`config.mk`:
```
export PLATFORM = sky130hd
export DESIGN_NAME = intc_reg_decoder
export DESIGN_NICKNAME = d
export VERILOG_FILES = /design/src/rtl/intc_reg_pkg.sv /design/src/rtl/intc_addr_decode.sv /design/src/rtl/intc_prio_store.sv /design/src/rtl/intc_ctx_store.sv /design/src/rtl/intc_reg_decoder.sv
export SDC_FILE = /design/constraint.sdc
export NUM_CORES = 1
export LEC_CHECK = 0
export ABC_CLOCK_PERIOD_IN_PS = 5180
export BUFFER_PORTS_ARGS = -buffer_cell sky130_fd_sc_hd__buf_2
export CAP_MARGIN = 30
export CORE_MARGIN = 10
export CORE_UTILIZATION = 36
export DETAILED_ROUTE_END_ITERATION = 10
export GPL_ROUTABILITY_DRIVEN = 0
export PLACE_DENSITY = 0.61
export SKIP_CTS_REPAIR_TIMING = 1
export SYNTH_ARGS = -nofsm -noshare
export SYNTH_HDL_FRONTEND = slang
export SYNTH_SLANG_ARGS = --single-unit
```
`constraint.sdc`:
```
create_clock -name clk -period 5.18 [get_ports clk]
set_input_delay 0.259 -clock clk [delete_from_list [all_inputs] [get_ports clk]]
set_output_delay 0.259 -clock clk [all_outputs]
set_load 0.05 [all_outputs]
```
`src/rtl/intc_reg_pkg.sv`:
```
// Package intc_reg_pkg
// Shared types of the interrupt controller register decoder.
// Assumes: nothing beyond the 32-bit data bus.
package intc_reg_pkg;

    localparam int unsigned DATA_W     = 32;
    localparam int unsigned WORD_BYTES = 4;

    // Region selected by a decoded address
    typedef enum logic [2:0] {
        RG_NONE  = 3'd0,
        RG_PRIO  = 3'd1,
        RG_PEND  = 3'd2,
        RG_ENA   = 3'd3,
        RG_THR   = 3'd4,
        RG_CLAIM = 3'd5
    } region_e;

endpackage

```
`src/rtl/intc_addr_decode.sv`:
```
// Module intc_addr_decode
// Combinational address decoder. Maps a byte address to a region and
// extracts the source, context and word indices for that region.
// Assumes: strides are powers of two, regions do not overlap, and each
// region span fits in ADDR_W bits.
module intc_addr_decode
    import intc_reg_pkg::*;
#(
    parameter int unsigned ADDR_W     = 24,
    parameter int unsigned NUM_SRC    = 40,
    parameter int unsigned NUM_CTX    = 2,
    parameter int unsigned WORDS      = 2,
    parameter int unsigned PRIO_BASE  = 'h0,
    parameter int unsigned PEND_BASE  = 'h1000,
    parameter int unsigned ENA_BASE   = 'h2000,
    parameter int unsigned ENA_STRIDE = 'h80,
    parameter int unsigned CTX_BASE   = 'h200000,
    parameter int unsigned CTX_STRIDE = 'h1000,
    parameter int unsigned SRC_W      = 6,
    parameter int unsigned CTX_W      = 1,
    parameter int unsigned WRD_W      = 1
) (
    input  logic [ADDR_W-1:0] addr_i,
    input  logic              we_i,
    output region_e           region_o,
    output logic              ok_o,
    output logic [SRC_W-1:0]  src_o,
    output logic [CTX_W-1:0]  ctx_o,
    output logic [WRD_W-1:0]  word_o
);

    localparam int unsigned ESH = $clog2(ENA_STRIDE);
    localparam int unsigned CSH = $clog2(CTX_STRIDE);

    localparam logic [ADDR_W-1:0] P_LO   = ADDR_W'(PRIO_BASE);
    localparam logic [ADDR_W-1:0] P_SPAN = ADDR_W'(NUM_SRC * WORD_BYTES);
    localparam logic [ADDR_W-1:0] Q_LO   = ADDR_W'(PEND_BASE);
    localparam logic [ADDR_W-1:0] Q_SPAN = ADDR_W'(WORDS * WORD_BYTES);
    localparam logic [ADDR_W-1:0] E_LO   = ADDR_W'(ENA_BASE);
    localparam logic [ADDR_W-1:0] E_SPAN = ADDR_W'(NUM_CTX * ENA_STRIDE);
    localparam logic [ADDR_W-1:0] E_MASK = ADDR_W'(ENA_STRIDE - 1);
    localparam logic [ADDR_W-1:0] C_LO   = ADDR_W'(CTX_BASE);
    localparam logic [ADDR_W-1:0] C_SPAN = ADDR_W'(NUM_CTX * CTX_STRIDE);
    localparam logic [ADDR_W-1:0] C_MASK = ADDR_W'(CTX_STRIDE - 1);

    logic [ADDR_W-1:0] off_p, off_q, off_e, off_c, e_word, c_off;

    // Offsets from each base; unsigned wrap turns each range test into one compare
    always_comb begin
        off_p  = addr_i - P_LO;
        off_q  = addr_i - Q_LO;
        off_e  = addr_i - E_LO;
        off_c  = addr_i - C_LO;
        e_word = (off_e & E_MASK) >> 2;
        c_off  = off_c & C_MASK;
    end

    // Region selection and index extraction
    always_comb begin
        region_o = RG_NONE;
        src_o    = '0;
        ctx_o    = '0;
        word_o   = '0;
        if (addr_i[1:0] == 2'b00) begin
            if (off_p < P_SPAN) begin
                region_o = RG_PRIO;
                src_o    = SRC_W'(off_p >> 2) + SRC_W'(1);
            end else if (off_q < Q_SPAN) begin
                region_o = RG_PEND;
                word_o   = WRD_W'(off_q >> 2);
            end else if (off_e < E_SPAN) begin
                ctx_o = CTX_W'(off_e >> ESH);
                if (e_word < ADDR_W'(WORDS)) begin
                    region_o = RG_ENA;
                    word_o   = WRD_W'(e_word);
                end
            end else if (off_c < C_SPAN) begin
                ctx_o = CTX_W'(off_c >> CSH);
                if (c_off == '0) begin
                    region_o = RG_THR;
                end else if (c_off == ADDR_W'(4)) begin
                    region_o = RG_CLAIM;
                end
            end
        end
        ok_o = (region_o != RG_NONE) && !((region_o == RG_PEND) && we_i);
    end

endmodule

```
`src/rtl/intc_prio_store.sv`:
```
// Module intc_prio_store
// Per-source priority registers. Source ID 0 has no register and reads 0.
// Assumes: wr_src_i and rd_src_i lie in 1..NUM_SRC when used.
module intc_prio_store #(
    parameter int unsigned NUM_SRC = 40,
    parameter int unsigned PRIO_W  = 3,
    parameter int unsigned SRC_W   = 6
) (
    input  logic                          clk,
    input  logic                          rst_n,
    input  logic                          wr_en_i,
    input  logic [SRC_W-1:0]              wr_src_i,
    input  logic [PRIO_W-1:0]             wr_data_i,
    input  logic [SRC_W-1:0]              rd_src_i,
    output logic [PRIO_W-1:0]             rd_data_o,
    output logic [(NUM_SRC+1)*PRIO_W-1:0] prio_o
);

    logic [PRIO_W-1:0] level_q [NUM_SRC+1];

    // Priority storage with synchronous reset; slot 0 is never written
    always_ff @(posedge clk) begin
        if (!rst_n) begin
            for (int s = 0; s <= NUM_SRC; s++) begin
                level_q[s] <= '0;
            end
        end else if (wr_en_i && (wr_src_i != '0)) begin
            level_q[wr_src_i] <= wr_data_i;
        end
    end

    // Read port for the register interface
    assign rd_data_o = level_q[rd_src_i];

    // Flatten storage for the arbiter
    for (genvar s = 0; s <= NUM_SRC; s++) begin : g_flat
        assign prio_o[s*PRIO_W +: PRIO_W] = level_q[s];
    end

endmodule

```
`src/rtl/intc_ctx_store.sv`:
```
// Module intc_ctx_store
// Per-context enable bitmaps and priority thresholds. Threshold writes
// above MAX_PRIO are dropped here.
// Assumes: ctx_i < NUM_CTX and word_i < WORDS whenever a write is enabled.
module intc_ctx_store #(
    parameter int unsigned NUM_CTX  = 2,
    parameter int unsigned WORDS    = 2,
    parameter int unsigned PRIO_W   = 3,
    parameter int unsigned MAX_PRIO = 7,
    parameter int unsigned CTX_W    = 1,
    parameter int unsigned WRD_W    = 1
) (
    input  logic                         clk,
    input  logic                         rst_n,
    input  logic                         en_wr_i,
    input  logic                         thr_wr_i,
    input  logic [CTX_W-1:0]             ctx_i,
    input  logic [WRD_W-1:0]             word_i,
    input  logic [31:0]                  wdata_i,
    output logic [31:0]                  en_rd_o,
    output logic [PRIO_W-1:0]            thr_rd_o,
    output logic [NUM_CTX*WORDS*32-1:0]  enable_o,
    output logic [NUM_CTX*PRIO_W-1:0]    thresh_o
);

    logic [31:0]       en_q  [NUM_CTX][WORDS];
    logic [PRIO_W-1:0] thr_q [NUM_CTX];
    logic              thr_accept;

    // Threshold filter: values above the top priority are not stored
    assign thr_accept = thr_wr_i && (wdata_i <= 32'(MAX_PRIO));

    // Enable words, written whole
    always_ff @(posedge clk) begin
        if (!rst_n) begin
            for (int c = 0; c < NUM_CTX; c++) begin
                for (int w = 0; w < WORDS; w++) begin
                    en_q[c][w] <= '0;
                end
            end
        end else if (en_wr_i) begin
            en_q[ctx_i][word_i] <= wdata_i;
        end
    end

    // Threshold registers
    always_ff @(posedge clk) begin
        if (!rst_n) begin
            for (int c = 0; c < NUM_CTX; c++) begin
                thr_q[c] <= '0;
            end
        end else if (thr_accept) begin
            thr_q[ctx_i] <= wdata_i[PRIO_W-1:0];
        end
    end

    // Read ports for the register interface
    assign en_rd_o  = en_q[ctx_i][word_i];
    assign thr_rd_o = thr_q[ctx_i];

    // Flatten storage for the arbiter
    for (genvar c = 0; c < NUM_CTX; c++) begin : g_ctx
        assign thresh_o[c*PRIO_W +: PRIO_W] = thr_q[c];
        for (genvar w = 0; w < WORDS; w++) begin : g_word
            assign enable_o[(c*WORDS+w)*32 +: 32] = en_q[c][w];
        end
    end

endmodule

```
`src/rtl/intc_reg_decoder.sv`:
```
// Module intc_reg_decoder
// Register front end of the interrupt controller: decodes single-cycle
// requests, owns priority/enable/threshold storage, returns read data one
// cycle later and issues claim/complete strobes to the arbiter.
// Assumes: one request per cycle at most; best_id_i stays within 0..NUM_SRC.
module intc_reg_decoder
    import intc_reg_pkg::*;
#(
    parameter int unsigned ADDR_W     = 24,
    parameter int unsigned NUM_SRC    = 40,
    parameter int unsigned NUM_CTX    = 2,
    parameter int unsigned PRIO_W     = 3,
    parameter int unsigned MAX_PRIO   = 7,
    parameter int unsigned PRIO_BASE  = 'h0,
    parameter int unsigned PEND_BASE  = 'h1000,
    parameter int unsigned ENA_BASE   = 'h2000,
    parameter int unsigned ENA_STRIDE = 'h80,
    parameter int unsigned CTX_BASE   = 'h200000,
    parameter int unsigned CTX_STRIDE = 'h1000,
    localparam int unsigned WORDS = (NUM_SRC + 1 + 31) / 32,
    localparam int unsigned ID_W  = $clog2(NUM_SRC + 1),
    localparam int unsigned CTX_W = (NUM_CTX > 1) ? $clog2(NUM_CTX) : 1,
    localparam int unsigned WRD_W = (WORDS > 1) ? $clog2(WORDS) : 1
) (
    input  logic                          clk,
    input  logic                          rst_n,
    input  logic                          req_i,
    input  logic                          we_i,
    input  logic [ADDR_W-1:0]             addr_i,
    input  logic [31:0]                   wdata_i,
    output logic                          rvalid_o,
    output logic [31:0]                   rdata_o,
    output logic                          err_o,
    input  logic [NUM_SRC:0]              pend_i,
    input  logic [NUM_CTX*ID_W-1:0]       best_id_i,
    output logic                          claim_stb_o,
    output logic [CTX_W-1:0]              claim_ctx_o,
    output logic                          cmpl_stb_o,
    output logic [CTX_W-1:0]              cmpl_ctx_o,
    output logic [ID_W-1:0]               cmpl_id_o,
    output logic [(NUM_SRC+1)*PRIO_W-1:0] prio_o,
    output logic [NUM_CTX*WORDS*32-1:0]   enable_o,
    output logic [NUM_CTX*PRIO_W-1:0]     thresh_o
);

    region_e           region;
    logic              acc_ok;
    logic [ID_W-1:0]   src;
    logic [CTX_W-1:0]  ctx;
    logic [WRD_W-1:0]  word;
    logic              rd_req, wr_req;
    logic [PRIO_W-1:0] prio_rd, thr_rd;
    logic [31:0]       en_rd, rd_val;
    logic [WORDS*32-1:0] pend_pad;
    logic [31:0]       pend_w [WORDS];
    logic [ID_W-1:0]   best_w [NUM_CTX];

    intc_addr_decode #(
        .ADDR_W(ADDR_W), .NUM_SRC(NUM_SRC), .NUM_CTX(NUM_CTX), .WORDS(WORDS),
        .PRIO_BASE(PRIO_BASE), .PEND_BASE(PEND_BASE), .ENA_BASE(ENA_BASE),
        .ENA_STRIDE(ENA_STRIDE), .CTX_BASE(CTX_BASE), .CTX_STRIDE(CTX_STRIDE),
        .SRC_W(ID_W), .CTX_W(CTX_W), .WRD_W(WRD_W)
    ) u_decode (
        .addr_i  (addr_i),
        .we_i    (we_i),
        .region_o(region),
        .ok_o    (acc_ok),
        .src_o   (src),
        .ctx_o   (ctx),
        .word_o  (word)
    );

    // Request qualifiers
    assign rd_req = req_i && !we_i;
    assign wr_req = req_i && we_i;

    intc_prio_store #(
        .NUM_SRC(NUM_SRC), .PRIO_W(PRIO_W), .SRC_W(ID_W)
    ) u_prio (
        .clk      (clk),
        .rst_n    (rst_n),
        .wr_en_i  (wr_req && (region == RG_PRIO)),
        .wr_src_i (src),
        .wr_data_i(wdata_i[PRIO_W-1:0]),
        .rd_src_i (src),
        .rd_data_o(prio_rd),
        .prio_o   (prio_o)
    );

    intc_ctx_store #(
        .NUM_CTX(NUM_CTX), .WORDS(WORDS), .PRIO_W(PRIO_W), .MAX_PRIO(MAX_PRIO),
        .CTX_W(CTX_W), .WRD_W(WRD_W)
    ) u_ctx (
        .clk     (clk),
        .rst_n   (rst_n),
        .en_wr_i (wr_req && (region == RG_ENA)),
        .thr_wr_i(wr_req && (region == RG_THR)),
        .ctx_i   (ctx),
        .word_i  (word),
        .wdata_i (wdata_i),
        .en_rd_o (en_rd),
        .thr_rd_o(thr_rd),
        .enable_o(enable_o),
        .thresh_o(thresh_o)
    );

    // Pending bitmap padded to whole words, and per-context claim IDs
    assign pend_pad = (WORDS*32)'(pend_i);
    for (genvar w = 0; w < WORDS; w++) begin : g_pend
        assign pend_w[w] = pend_pad[w*32 +: 32];
    end
    for (genvar c = 0; c < NUM_CTX; c++) begin : g_best
        assign best_w[c] = best_id_i[c*ID_W +: ID_W];
    end

    // Read data selection by region
    always_comb begin
        unique case (region)
            RG_PRIO:  rd_val = 32'(prio_rd);
            RG_PEND:  rd_val = pend_w[word];
            RG_ENA:   rd_val = en_rd;
            RG_THR:   rd_val = 32'(thr_rd);
            RG_CLAIM: rd_val = 32'(best_w[ctx]);
            default:  rd_val = '0;
        endcase
    end

    // Claim and complete strobes to the arbiter, in the request cycle
    assign claim_stb_o = rd_req && (region == RG_CLAIM);
    assign claim_ctx_o = ctx;
    assign cmpl_stb_o  = wr_req && (region == RG_CLAIM) && (wdata_i <= 32'(NUM_SRC));
    assign cmpl_ctx_o  = ctx;
    assign cmpl_id_o   = wdata_i[ID_W-1:0];

    // Registered response: valid, data and error one cycle after the request
    always_ff @(posedge clk) begin
        if (!rst_n) begin
            rvalid_o <= 1'b0;
            rdata_o  <= '0;
            err_o    <= 1'b0;
        end else begin
            rvalid_o <= rd_req;
            err_o    <= req_i && !acc_ok;
            rdata_o  <= (rd_req && acc_ok) ? rd_val : '0;
        end
    end

endmodule

```
==> results of run 1 <==
==> cell families after synthesis <==
kind of cell	Yosys count	synth area share, %
muxes	63	5.429
and+or+nand+nor	589	19.00
DFF	336	60.69
other	1	0.02334
AOI/OAI and AO/OA	235	10.35
buffers and inverters	117	3.263
xor gates and xnor gates	13	0.7088
adders and majority gates	7	0.5296
==> cell type report <==
type	count	share of cell area, %
inverter	12	0.2234
sequential	336	48.34
tap	592	3.673
timing repair buffer	453	11.94
clock inverter	20	0.8500
multi-input combinational	940	29.77
clock buffer	49	5.125
antenna	6	0.07445
==> worst max-delay path, stage by stage <==
cell	delay [ps]
sky130_fd_sc_hd__buf_2	150
sky130_fd_sc_hd__or4_1	710
sky130_fd_sc_hd__nor4_4	450
sky130_fd_sc_hd__and2_1	480
sky130_fd_sc_hd__nand2_1	230
sky130_fd_sc_hd__a21oi_4	280
sky130_fd_sc_hd__nand4_1	560
sky130_fd_sc_hd__buf_4	440
sky130_fd_sc_hd__nor3_1	380
==> path summary, 6_finish.rpt <==
check,cells past startpoint,startpoint,end,slack [ps]
setup / recovery,9,addr_i[15],u_prio.level_q[46][2],1430
hold reg to reg,2,u_ctx.en_q[1][46],rdata_o[14],520
hold / removal,2,we_i,rvalid_o,30
setup reg to reg,6,u_prio.level_q[38][1],rdata_o[1],2820
==> layout by cell type (no fill, tap or decap), types with 6 or more instances in the layout <==
master	Yosys	final
sky130_fd_sc_hd__a21oi_1	45	45
sky130_fd_sc_hd__a221oi_1	22	22
sky130_fd_sc_hd__a22o_1	23	23
sky130_fd_sc_hd__a22oi_1	6	6
sky130_fd_sc_hd__a31oi_1	7	7
sky130_fd_sc_hd__and2_1	139	139
sky130_fd_sc_hd__and3_1	37	37
sky130_fd_sc_hd__buf_2	18	413
sky130_fd_sc_hd__buf_4	12	37
sky130_fd_sc_hd__clkbuf_1	67	8
sky130_fd_sc_hd__clkbuf_16	0	39
sky130_fd_sc_hd__clkinv_1	0	7
sky130_fd_sc_hd__clkinv_2	0	6
sky130_fd_sc_hd__conb_1	1	33
sky130_fd_sc_hd__dfxtp_1	34	34
sky130_fd_sc_hd__diode_2	0	6
sky130_fd_sc_hd__edfxtp_1	302	302
sky130_fd_sc_hd__ha_1	6	6
sky130_fd_sc_hd__inv_1	11	11
sky130_fd_sc_hd__mux2_2	19	19
sky130_fd_sc_hd__mux2i_1	26	26
sky130_fd_sc_hd__mux4_2	17	17
sky130_fd_sc_hd__nand2_1	131	131
sky130_fd_sc_hd__nand2b_1	8	7
sky130_fd_sc_hd__nand3_1	20	20
sky130_fd_sc_hd__nand4_1	13	13
sky130_fd_sc_hd__nor2_1	163	159
sky130_fd_sc_hd__nor3_1	19	19
sky130_fd_sc_hd__nor4_1	15	15
sky130_fd_sc_hd__o21ai_0	52	50
sky130_fd_sc_hd__o22ai_1	15	15
sky130_fd_sc_hd__xor2_1	7	6
==> routing by layer <==
layer	track usage, %	part of all wire [%]
met4	8.304	3.4
met5	0	0.14
met1	28.17	38
met3	6.731	11
met2	36.97	47
==> power by group through the flow <==
stage                     combinational [uW]  sequential (uW)  clock, uW
after global routing                     939             3180       2790
after CTS                                900             3170       2670
after global placement                   892             3220          0
final                                    896             3170       2640
after detailed placement                 898             3220          0
after floorplan                          214             3570          0
==> through the flow <==
| stage | setup WS, ps | cells |
|---|---|---|
| 2_1_floorplan | 24.00 | 1393 |
| 3_3_place_gp | 1030 | 2330 |
| 3_5_place_dp | 962.4 | 2333 |
| 4_1_cts | 1517 | 2402 |
| 5_1_grt | 1234 | 2403 |
| 6_report | 1428 | 2408 |
==> sequential cells by signal, indices dropped and copies added, names as in the netlist <==
name,cells
u_prio.level_q,168
rdata_o,32
u_ctx.en_q,128
err_o,1
u_ctx.thr_q,6
rvalid_o,1
==> results.sh, run 1 <==
export IMPL_flow_area_growth_from_synthesis_pct=25.54
export IMPL_vdd_ir_drop_worst_mv=0.2511
export IMPL_cp_arrival_ps=3940
export IMPL_drtPass1Iterations=5
export IMPL_drc=0
export IMPL_swShare_pct=28.58
export IMPL_core_area_um2=44120
export IMPL_rsz_0062_raised_after_global_routing="false"
export IMPL_netSwitchingPower_uw=1917
export IMPL_synth_top_cells_by_area="sky130_fd_sc_hd__edfxtp_1, sky130_fd_sc_hd__and2_1, sky130_fd_sc_hd__dfxtp_1, sky130_fd_sc_hd__nor2_1, sky130_fd_sc_hd__nand2_1"
export IMPL_report_final_setup_viol=0
export IMPL_clk_latency_ps=560
export IMPL_hpwlAfterDp_um=47140
export IMPL_fin_tns_setup_ps=0
export IMPL_run_status="complete, no violations"
export IMPL_timing_fmax_mhz=266.5
export IMPL_fraction_of_layout_cells_with_a_size_suffix_above_1_pct=32.38
export IMPL_yosysWarningCount=0
export IMPL_clock_power_share_pct=39.4
export IMPL_startpoint_type="primary input"
export IMPL_via_count=13380
export IMPL_grt_start_max_net_pins=51
export IMPL_gr_total_overflow=0
export IMPL_cts_root_buffer="sky130_fd_sc_hd__clkbuf_16"
export IMPL_post_synthesis_async_set_or_reset_flop_share_pct=0
export IMPL_viasPerCell=5.557
export IMPL_clk_pin_slew_ps=60
export IMPL_cts_tree="yes"
export IMPL_synth_seq_area_share_pct=60.69
export IMPL_die_h_um=231.2
export IMPL_num_nets_final=1900
export IMPL_synth_main_ff_cell="sky130_fd_sc_hd__edfxtp_1"
export IMPL_yosys_area_top_type_share_pct=56.45
export IMPL_cell_internal_pwr_uw=4792
export IMPL_floorplan_die_area_um2=53470
export IMPL_synthesis_area_per_instance_um2=11.80
export IMPL_antenna_violating_nets_post_route=0
export IMPL_fin_area_um2=20170
export IMPL_critPathRequiredTime_ps=5370
export IMPL_cts_sinks=336
export IMPL_power_density_nw_per_um2=332.7
export IMPL_netlist_area_um2=16060
export IMPL_cts_root_to_sink_buffers=3
export IMPL_synth_distinct_cells=89
export IMPL_timing_max_transition_violations_final=0
export IMPL_clock_skew_final_ps=24.48
export IMPL_finalHoldWorstSlack_ps=31.31
export IMPL_port_buffer_count=413
export IMPL_cap_viol_max_count=0
export IMPL_p_seq_share_pct=47.2
export IMPL_first_global_vias=13540
export IMPL_grt_antenna_before_repair=7
export IMPL_total_i_o_pin_count=414
export IMPL_sequential_cell_area_um2=9749
export IMPL_maxSlewHeadroom_pct=35.46
export IMPL_leakagePower_uw=0.007782
export IMPL_cts_htree_levels=2
export IMPL_final_min_period_over_clock_period_pct=72.43
export IMPL_synth_enable_flop_cells=302
export IMPL_hold_vio_cnt_final=0
export IMPL_synth_seq_cells=336
export IMPL_criticalPathCategory="in -> reg"
export IMPL_min_delay_path_class="in -> reg"
export IMPL_sort_of_element_at_the_end_of_the_critical_path="flip-flop"
export IMPL_floorplan_die_width_um=231.2
export IMPL_cp_max_fo=13
export IMPL_wl_per_cell_um=26.18
export IMPL_detail_route_iter0_violations=1478
export IMPL_rows=77
export IMPL_grtUsageTotal_pct=22.73
export IMPL_num_fill_cells=4131
export IMPL_post_route_min_period_ps=3752
export IMPL_synth_cells_most_frequent="sky130_fd_sc_hd__edfxtp_1, sky130_fd_sc_hd__nor2_1, sky130_fd_sc_hd__and2_1"
export IMPL_routed_wl_um=63050
export IMPL_post_synth_top_count_cell="sky130_fd_sc_hd__edfxtp_1"
export IMPL_worst_pin_slew_ps=968.2
export IMPL_post_route_util_pct=45.70
export IMPL_grt_first_pass_wirelength_um=91700
export IMPL_initial_core_utilization_pct=36.41
export IMPL_dpl_cell_area_um2=18950
export IMPL_synth_largest_area_cell="sky130_fd_sc_hd__edfxtp_1"
export IMPL_total_power_uw=6710
export IMPL_synthesis_instances=1361
export IMPL_power_combinational_fraction_pct=13.4
export IMPL_multiInputGateArea_um2=6005
export IMPL_cts_inserted_buffers=38
No activity file was read; power rests on OpenSTA's default activity.
==> inputs of run 2 (changes only) <==
ABC_AREA = 1   (was unset)
ABC_CLOCK_PERIOD_IN_PS = 3800   (was 5180)
PLACE_DENSITY = 0.59   (was 0.61)
clock period = 3.8 ns   (was 5.18 ns; I/O delays follow)
==> results.sh, run 2 <==
export IMPL_clock_skew_final_ps=22.53
export IMPL_max_ffs_per_register=176
export IMPL_drc=0
export IMPL_die_h_um=236.2
export IMPL_cp_arrival_ps=3020
export IMPL_synth_seq_cells=344
export IMPL_hpwlAfterDp_um=49790
export IMPL_cpPeakStageDelay_ps=410
export IMPL_synthesis_instances=1897
export IMPL_initial_core_utilization_pct=36.30
export IMPL_cts_root_to_sink_buffers=3
export IMPL_clock_power_share_pct=40.7
export IMPL_finish_cell_count_without_fillers=2998
export IMPL_mostFrequentLayoutCells="sky130_fd_sc_hd__nand2_1, sky130_fd_sc_hd__buf_2, sky130_fd_sc_hd__nor2_1"
export IMPL_viasPerCell=5.120
export IMPL_p_seq_share_pct=46.8
export IMPL_routed_wl_um=66450
export IMPL_leakagePower_uw=0.009581
export IMPL_wl_per_cell_um=22.17
export IMPL_cts_tree="yes"
export IMPL_hold_vio_cnt_final=2
export IMPL_cts_root_buffer="sky130_fd_sc_hd__clkbuf_16"
export IMPL_slowest_library_cell_on_the_worst_path="sky130_fd_sc_hd__inv_2"
export IMPL_post_synthesis_async_set_or_reset_flop_share_pct=0
export IMPL_worst_pin_slew_ps=782.7
export IMPL_synth_cells_most_frequent="sky130_fd_sc_hd__nand2_1, sky130_fd_sc_hd__nor2_1, sky130_fd_sc_hd__edfxtp_1"
export IMPL_yosys_area_top_type_share_pct=55.31
export IMPL_total_i_o_pin_count=414
export IMPL_worst_hold_path_num_cells=3
export IMPL_yosysWarningCount=0
export IMPL_dp_cells=2900
export IMPL_regMostFlops="u_prio.level_q"
export IMPL_netlist_area_um2=16830
export IMPL_timing_fmax_mhz=367.0
export IMPL_synth_distinct_cells=41
export IMPL_reg2reg_depth=10
export IMPL_post_route_util_pct=45.80
export IMPL_drtPass1Iterations=6
export IMPL_fraction_of_layout_cells_with_a_size_suffix_above_1_pct=23.89
export IMPL_gr_total_overflow=0
export IMPL_swShare_pct=27.60
export IMPL_violations_in_the_final_reports="hold timing"
export IMPL_clk_pin_slew_ps=60
export IMPL_synth_largest_area_cell="sky130_fd_sc_hd__edfxtp_1"
export IMPL_synth_top_cells_by_area="sky130_fd_sc_hd__edfxtp_1, sky130_fd_sc_hd__nand2_1, sky130_fd_sc_hd__nor2_1, sky130_fd_sc_hd__inv_1, sky130_fd_sc_hd__dfxtp_1"
export IMPL_cp_max_fo=30
export IMPL_synthesis_area_per_instance_um2=8.872
export IMPL_min_delay_path_class="in -> reg"
export IMPL_report_final_setup_viol=0
export IMPL_finalHoldWorstSlack_ps=-20.56
export IMPL_floorplan_die_area_um2=55800
export IMPL_fin_tns_setup_ps=0
export IMPL_post_route_min_period_ps=2725
export IMPL_crit_path_cell_trace="buf_2, inv_1, ha_1, inv_1, nand2_1, nand4_1, nor2_1, nand3_1, nor2_2, nand3_2, nand2_4, nand3_4, inv_2, nor2_4, nand2_2, nand2_1, buf_12"
export IMPL_critical_path_cell_count=17
export IMPL_critical_path_n_buffers_inverters=5
export IMPL_cell_internal_pwr_uw=6848
export IMPL_grt_start_max_net_pins=57
export IMPL_core_area_um2=46360
export IMPL_criticalPathCategory="in -> reg"
export IMPL_via_count=15350
export IMPL_rsz_0062_raised_after_global_routing="false"
export IMPL_cts_inserted_buffers=39
export IMPL_cap_viol_max_count=0
export IMPL_grtUsageTotal_pct=22.46
export IMPL_layout_cells_most_common="sky130_fd_sc_hd__nand2_1"
export IMPL_detail_route_iter0_violations=1542
export IMPL_timing_max_transition_violations_final=0
export IMPL_power_density_nw_per_um2=445.5
export IMPL_grt_antenna_before_repair=1
export IMPL_synth_main_ff_cell="sky130_fd_sc_hd__edfxtp_1"
export IMPL_antenna_violating_nets_post_route=0
export IMPL_final_min_period_over_clock_period_pct=71.71
export IMPL_flow_area_growth_from_synthesis_pct=26.17
export IMPL_cts_sinks=344
export IMPL_maxSlewHeadroom_pct=47.76
export IMPL_netSwitchingPower_uw=2611
export IMPL_synth_enable_flop_cells=310
export IMPL_synth_seq_area_share_pct=59.36
export IMPL_floorplan_die_width_um=236.2
export IMPL_run_status="finished with violations"
export IMPL_cpLargestDelayFamily="simple AND/OR/NAND/NOR gates"
export IMPL_cts_htree_levels=2
export IMPL_num_nets_final=2481
export IMPL_power_combinational_fraction_pct=12.5
export IMPL_grt_first_pass_wirelength_um=95850
export IMPL_setup_ws_ps=1075
export IMPL_sort_of_element_at_the_end_of_the_critical_path="flip-flop"
export IMPL_critPathRequiredTime_ps=4090
export IMPL_place_ws_ps=503.5
export IMPL_reg_top3="u_prio.level_q x176, u_ctx.en_q x128, rdata_o x32"
export IMPL_vdd_ir_drop_worst_mv=0.3637
export IMPL_startpoint_type="primary input"
export IMPL_port_buffer_count=413
export IMPL_first_global_vias=14630
export IMPL_rows=79
export IMPL_clk_latency_ps=550
export IMPL_post_synth_top_count_cell="sky130_fd_sc_hd__nand2_1"
[run 2: power by group through the flow]
stage	clock network, uW	logic, uW	registers (uW)
after floorplan	0	252	4970
after global placement	0	1150	4500
after detailed placement	0	1160	4500
after CTS	3900	1160	4420
after global routing	4050	1240	4440
final	3850	1180	4430
[run 2: final timing paths]
| path | from | endpoint | slack, ps |
|---|---|---|---|
| setup / recovery | addr_i[13] | u_ctx.en_q[1][42] | 1070 |
| hold / removal | pend_i[40] | rdata_o[8] | -20 |
| setup reg to reg | u_prio.level_q[38][0] | rdata_o[0] | 2300 |
| hold reg to reg | u_ctx.en_q[1][4] | rdata_o[4] | 680 |
[run 2: final cells by class]
cell class | count | area [um^2]
clock buffers | 56 | 1080
flip-flops and latches | 344 | 9990
well taps | 607 | 759.5
repair buffers | 478 | 2675
clock inverters | 13 | 190.2
inverters | 218 | 818.3
multi-input cells | 1281 | 5719
diodes | 1 | 2.502
fillers | 4607 | 25120
[run 2: worst reg2reg max path, delay by kind of cell, from the launching register on]
family          cells  cell delay, ps
compound gates      2             420
flops               1             400
buf+inv             1              60
simple gates        7             490
[run 2: kinds of logic after synthesis]
kind of cell               synth area share (%)
other                                   0.02228
AOI/OAI and AO/OA                         5.278
xor gates and xnor gates                 0.3122
buffers and inverters                     7.717
DFF                                       59.36
adders and majority gates                0.4461
and+or+nand+nor                           26.87
[run 2: per-layer routing]
layer,share of wire [%],global-route usage [%]
met1,40,28.51
met2,46,36.63
met3,9.9,5.846
met4,3.2,7.334
met5,0,0
[run 2: through the flow]
| stage | cell area [um^2] | power (uW) |
|---|---|---|
| floorplan | 16990 | 5225 |
| global placement | 19680 | 5652 |
| finish | 21230 | 9459 |
| CTS | 20950 | 9484 |
| global route | 21230 | 9727 |
| detailed placement | 19680 | 5659 |
==> inputs of run 3 (changes only) <==
ABC_CLOCK_PERIOD_IN_PS = 2750   (was 3800)
clock period = 2.75 ns   (was 3.8 ns; I/O delays follow)
==> results.sh, run 3 (synthesis results as in run 2) <==
export IMPL_run_status="finished with violations"
export IMPL_violations_in_the_final_reports="hold timing"
export IMPL_cts_root_to_sink_buffers=3
export IMPL_power_combinational_fraction_pct=13.0
export IMPL_maxSlewHeadroom_pct=53.55
export IMPL_critical_path_n_buffers_inverters=6
export IMPL_post_route_min_period_ps=2488
export IMPL_slowest_library_cell_on_the_worst_path="sky130_fd_sc_hd__buf_2"
export IMPL_finish_cell_count_without_fillers=3098
export IMPL_finalHoldWorstSlack_ps=-39.16
export IMPL_final_min_period_over_clock_period_pct=90.46
export IMPL_hpwlAfterDp_um=50040
export IMPL_min_delay_path_class="in -> reg"
export IMPL_cpPeakStageDelay_ps=320
export IMPL_origin_of_the_worst_min_delay_path="wdata_i[27]"
export IMPL_clk_latency_ps=560
export IMPL_core_area_um2=46360
export IMPL_netSwitchingPower_uw=3619
export IMPL_dp_cells=2975
export IMPL_crit_path_cell_trace="buf_2, inv_12, ha_1, nand2_2, nand3_2, nor2_2, nand2_1, nand2_1, nor2_1, nand3_2, nand2_1, inv_2, nand3_4, inv_2, buf_4, buf_2"
export IMPL_total_power_uw=12880
export IMPL_startpoint_type="primary input"
export IMPL_timing_max_transition_violations_final=0
export IMPL_grt_start_max_net_pins=71
export IMPL_via_count=15760
export IMPL_routed_wl_um=67030
export IMPL_detail_route_iter0_violations=1397
export IMPL_drtPass1Iterations=6
export IMPL_clk_pin_slew_ps=60
export IMPL_vdd_ir_drop_worst_mv=0.5124
export IMPL_hold_vio_cnt_final=9
export IMPL_layout_cells_most_common="sky130_fd_sc_hd__nand2_1"
export IMPL_first_global_vias=15300
export IMPL_critPathRequiredTime_ps=2610
export IMPL_reg_top3="u_prio.level_q x176, u_ctx.en_q x128, rdata_o x32"
export IMPL_gr_total_overflow=0
export IMPL_wl_per_cell_um=21.64
export IMPL_cell_internal_pwr_uw=9260
export IMPL_cp_max_fo=18
export IMPL_critPathMostFrequentCell="sky130_fd_sc_hd__nand2_1"
export IMPL_crit_reg2reg_launch="u_prio.level_q[38][0]"
export IMPL_report_final_setup_viol=0
export IMPL_sort_of_element_at_the_end_of_the_critical_path="output pin"
export IMPL_port_buffer_count=413
export IMPL_grt_first_pass_wirelength_um=97480
export IMPL_met3RoutedLength_um=6676
export IMPL_mostFrequentLayoutCells="sky130_fd_sc_hd__nand2_1, sky130_fd_sc_hd__buf_2, sky130_fd_sc_hd__nor2_1"
export IMPL_worst_hold_path_num_cells=3
export IMPL_cts_tree="yes"
export IMPL_swShare_pct=28.10
export IMPL_cts_sinks=344
export IMPL_grt_antenna_before_repair=0
export IMPL_cp_arrival_ps=2350
export IMPL_floorplan_die_width_um=236.2
export IMPL_timing_fmax_mhz=402.0
export IMPL_criticalPathCategory="in -> out"
export IMPL_max_ffs_per_register=176
export IMPL_regMostFlops="u_prio.level_q"
export IMPL_drt_met1_wl_um=26440
export IMPL_rows=79
export IMPL_viasPerCell=5.088
export IMPL_cts_inserted_buffers=40
export IMPL_antenna_violating_nets_post_route=0
export IMPL_worst_pin_slew_ps=696.8
export IMPL_fraction_of_layout_cells_with_a_size_suffix_above_1_pct=26.54
export IMPL_power_density_nw_per_um2=577.8
export IMPL_top_layer="met4"
export IMPL_critical_path_cell_count=16
export IMPL_flow_area_growth_from_synthesis_pct=32.44
export IMPL_clock_power_share_pct=39.4
export IMPL_die_h_um=236.2
export IMPL_num_antenna_cells=0
export IMPL_total_i_o_pin_count=414
export IMPL_clock_skew_final_ps=22.27
export IMPL_initial_core_utilization_pct=36.30
export IMPL_reg2reg_depth=10
export IMPL_wl_met2_um=31270
export IMPL_cap_viol_max_count=0
export IMPL_drc=0
export IMPL_leakagePower_uw=0.01009
export IMPL_grtUsageTotal_pct=22.75
export IMPL_num_nets_final=2584
export IMPL_cpLargestDelayFamily="buffers and inverters"
export IMPL_p_seq_share_pct=47.5
export IMPL_floorplan_die_area_um2=55800
export IMPL_num_fill_cells=4481
export IMPL_cts_htree_levels=2
export IMPL_rsz_0062_raised_after_global_routing="false"
export IMPL_worst_setup_path_startpoint="addr_i[13]"
export IMPL_cts_root_buffer="sky130_fd_sc_hd__clkbuf_16"
run 3: cell count changes in the layout (fill, tap and decap cells not counted), sizes merged:
cell	delta
buf	+75
dlygate4sd3	+27
clkinv	+4
bufinv	-3
clkbuf	-2
diode	-1
run 3: tightest hold or removal path, cell delays in order:
cell and delay [ps]:
sky130_fd_sc_hd__buf_2 80, sky130_fd_sc_hd__inv_1 70, sky130_fd_sc_hd__nor2_1 110
run 3: power groups by stage:
stage                     Sequential (uW)  Combinational, uW  Clock, uW
after floorplan                      6870                361          0
after CTS                            6120               1620       5150
final                                6120               1680       5080
after global routing                 6140               1770       5350
after global placement               6220               1610          0
after detailed placement             6230               1620          0
run 3: cell type report:
class	instances	area [um^2]	area share (%)
inverters	218	847.1	3.800
flip-flops and latches	344	9990	44.82
clock buffers	54	1085	4.867
repair buffers	580	3711	16.65
well taps	607	759.5	3.407
clock inverters	14	122.6	0.5501
multi-input cells	1281	5774	25.91
run 3: final timing paths:
path                            slack [ps]                 to
worst max-delay path                   260         cmpl_ctx_o
worst min-delay path                   -40  u_ctx.en_q[0][59]
worst max register to register        1120         rdata_o[0]
worst min register to register         680        rdata_o[29]
run 3: per-stage QoR:
stage / util [%] / TNS [ps] / instance area (um^2) / setup slack (ps) / hold slack [ps]
after CTS: 46.89 / 0 / 21740 / 225.5 / -196.9
after floorplan: - / -1463 / 17120 / -45.72 / 221.4
final: 48.08 / 0 / 22290 / 262.3 / -39.16
after detailed placement: 44.29 / -81.76 / 20530 / -81.76 / 381.7
after global routing: 48.08 / 0 / 22290 / 61.89 / 2.626
after global placement: 44.29 / -57.16 / 20530 / -57.16 / 369.9
run 3: layer usage:
| metal | vias to the layer above | GRT usage (%) |
|---|---|---|
| met3 | 146 | 5.381 |
| met5 | - | 0 |
| li1 | 7271 | - |
| met1 | 7428 | 28.58 |
| met2 | 917 | 37.10 |
| met4 | 0 | 9.130 |
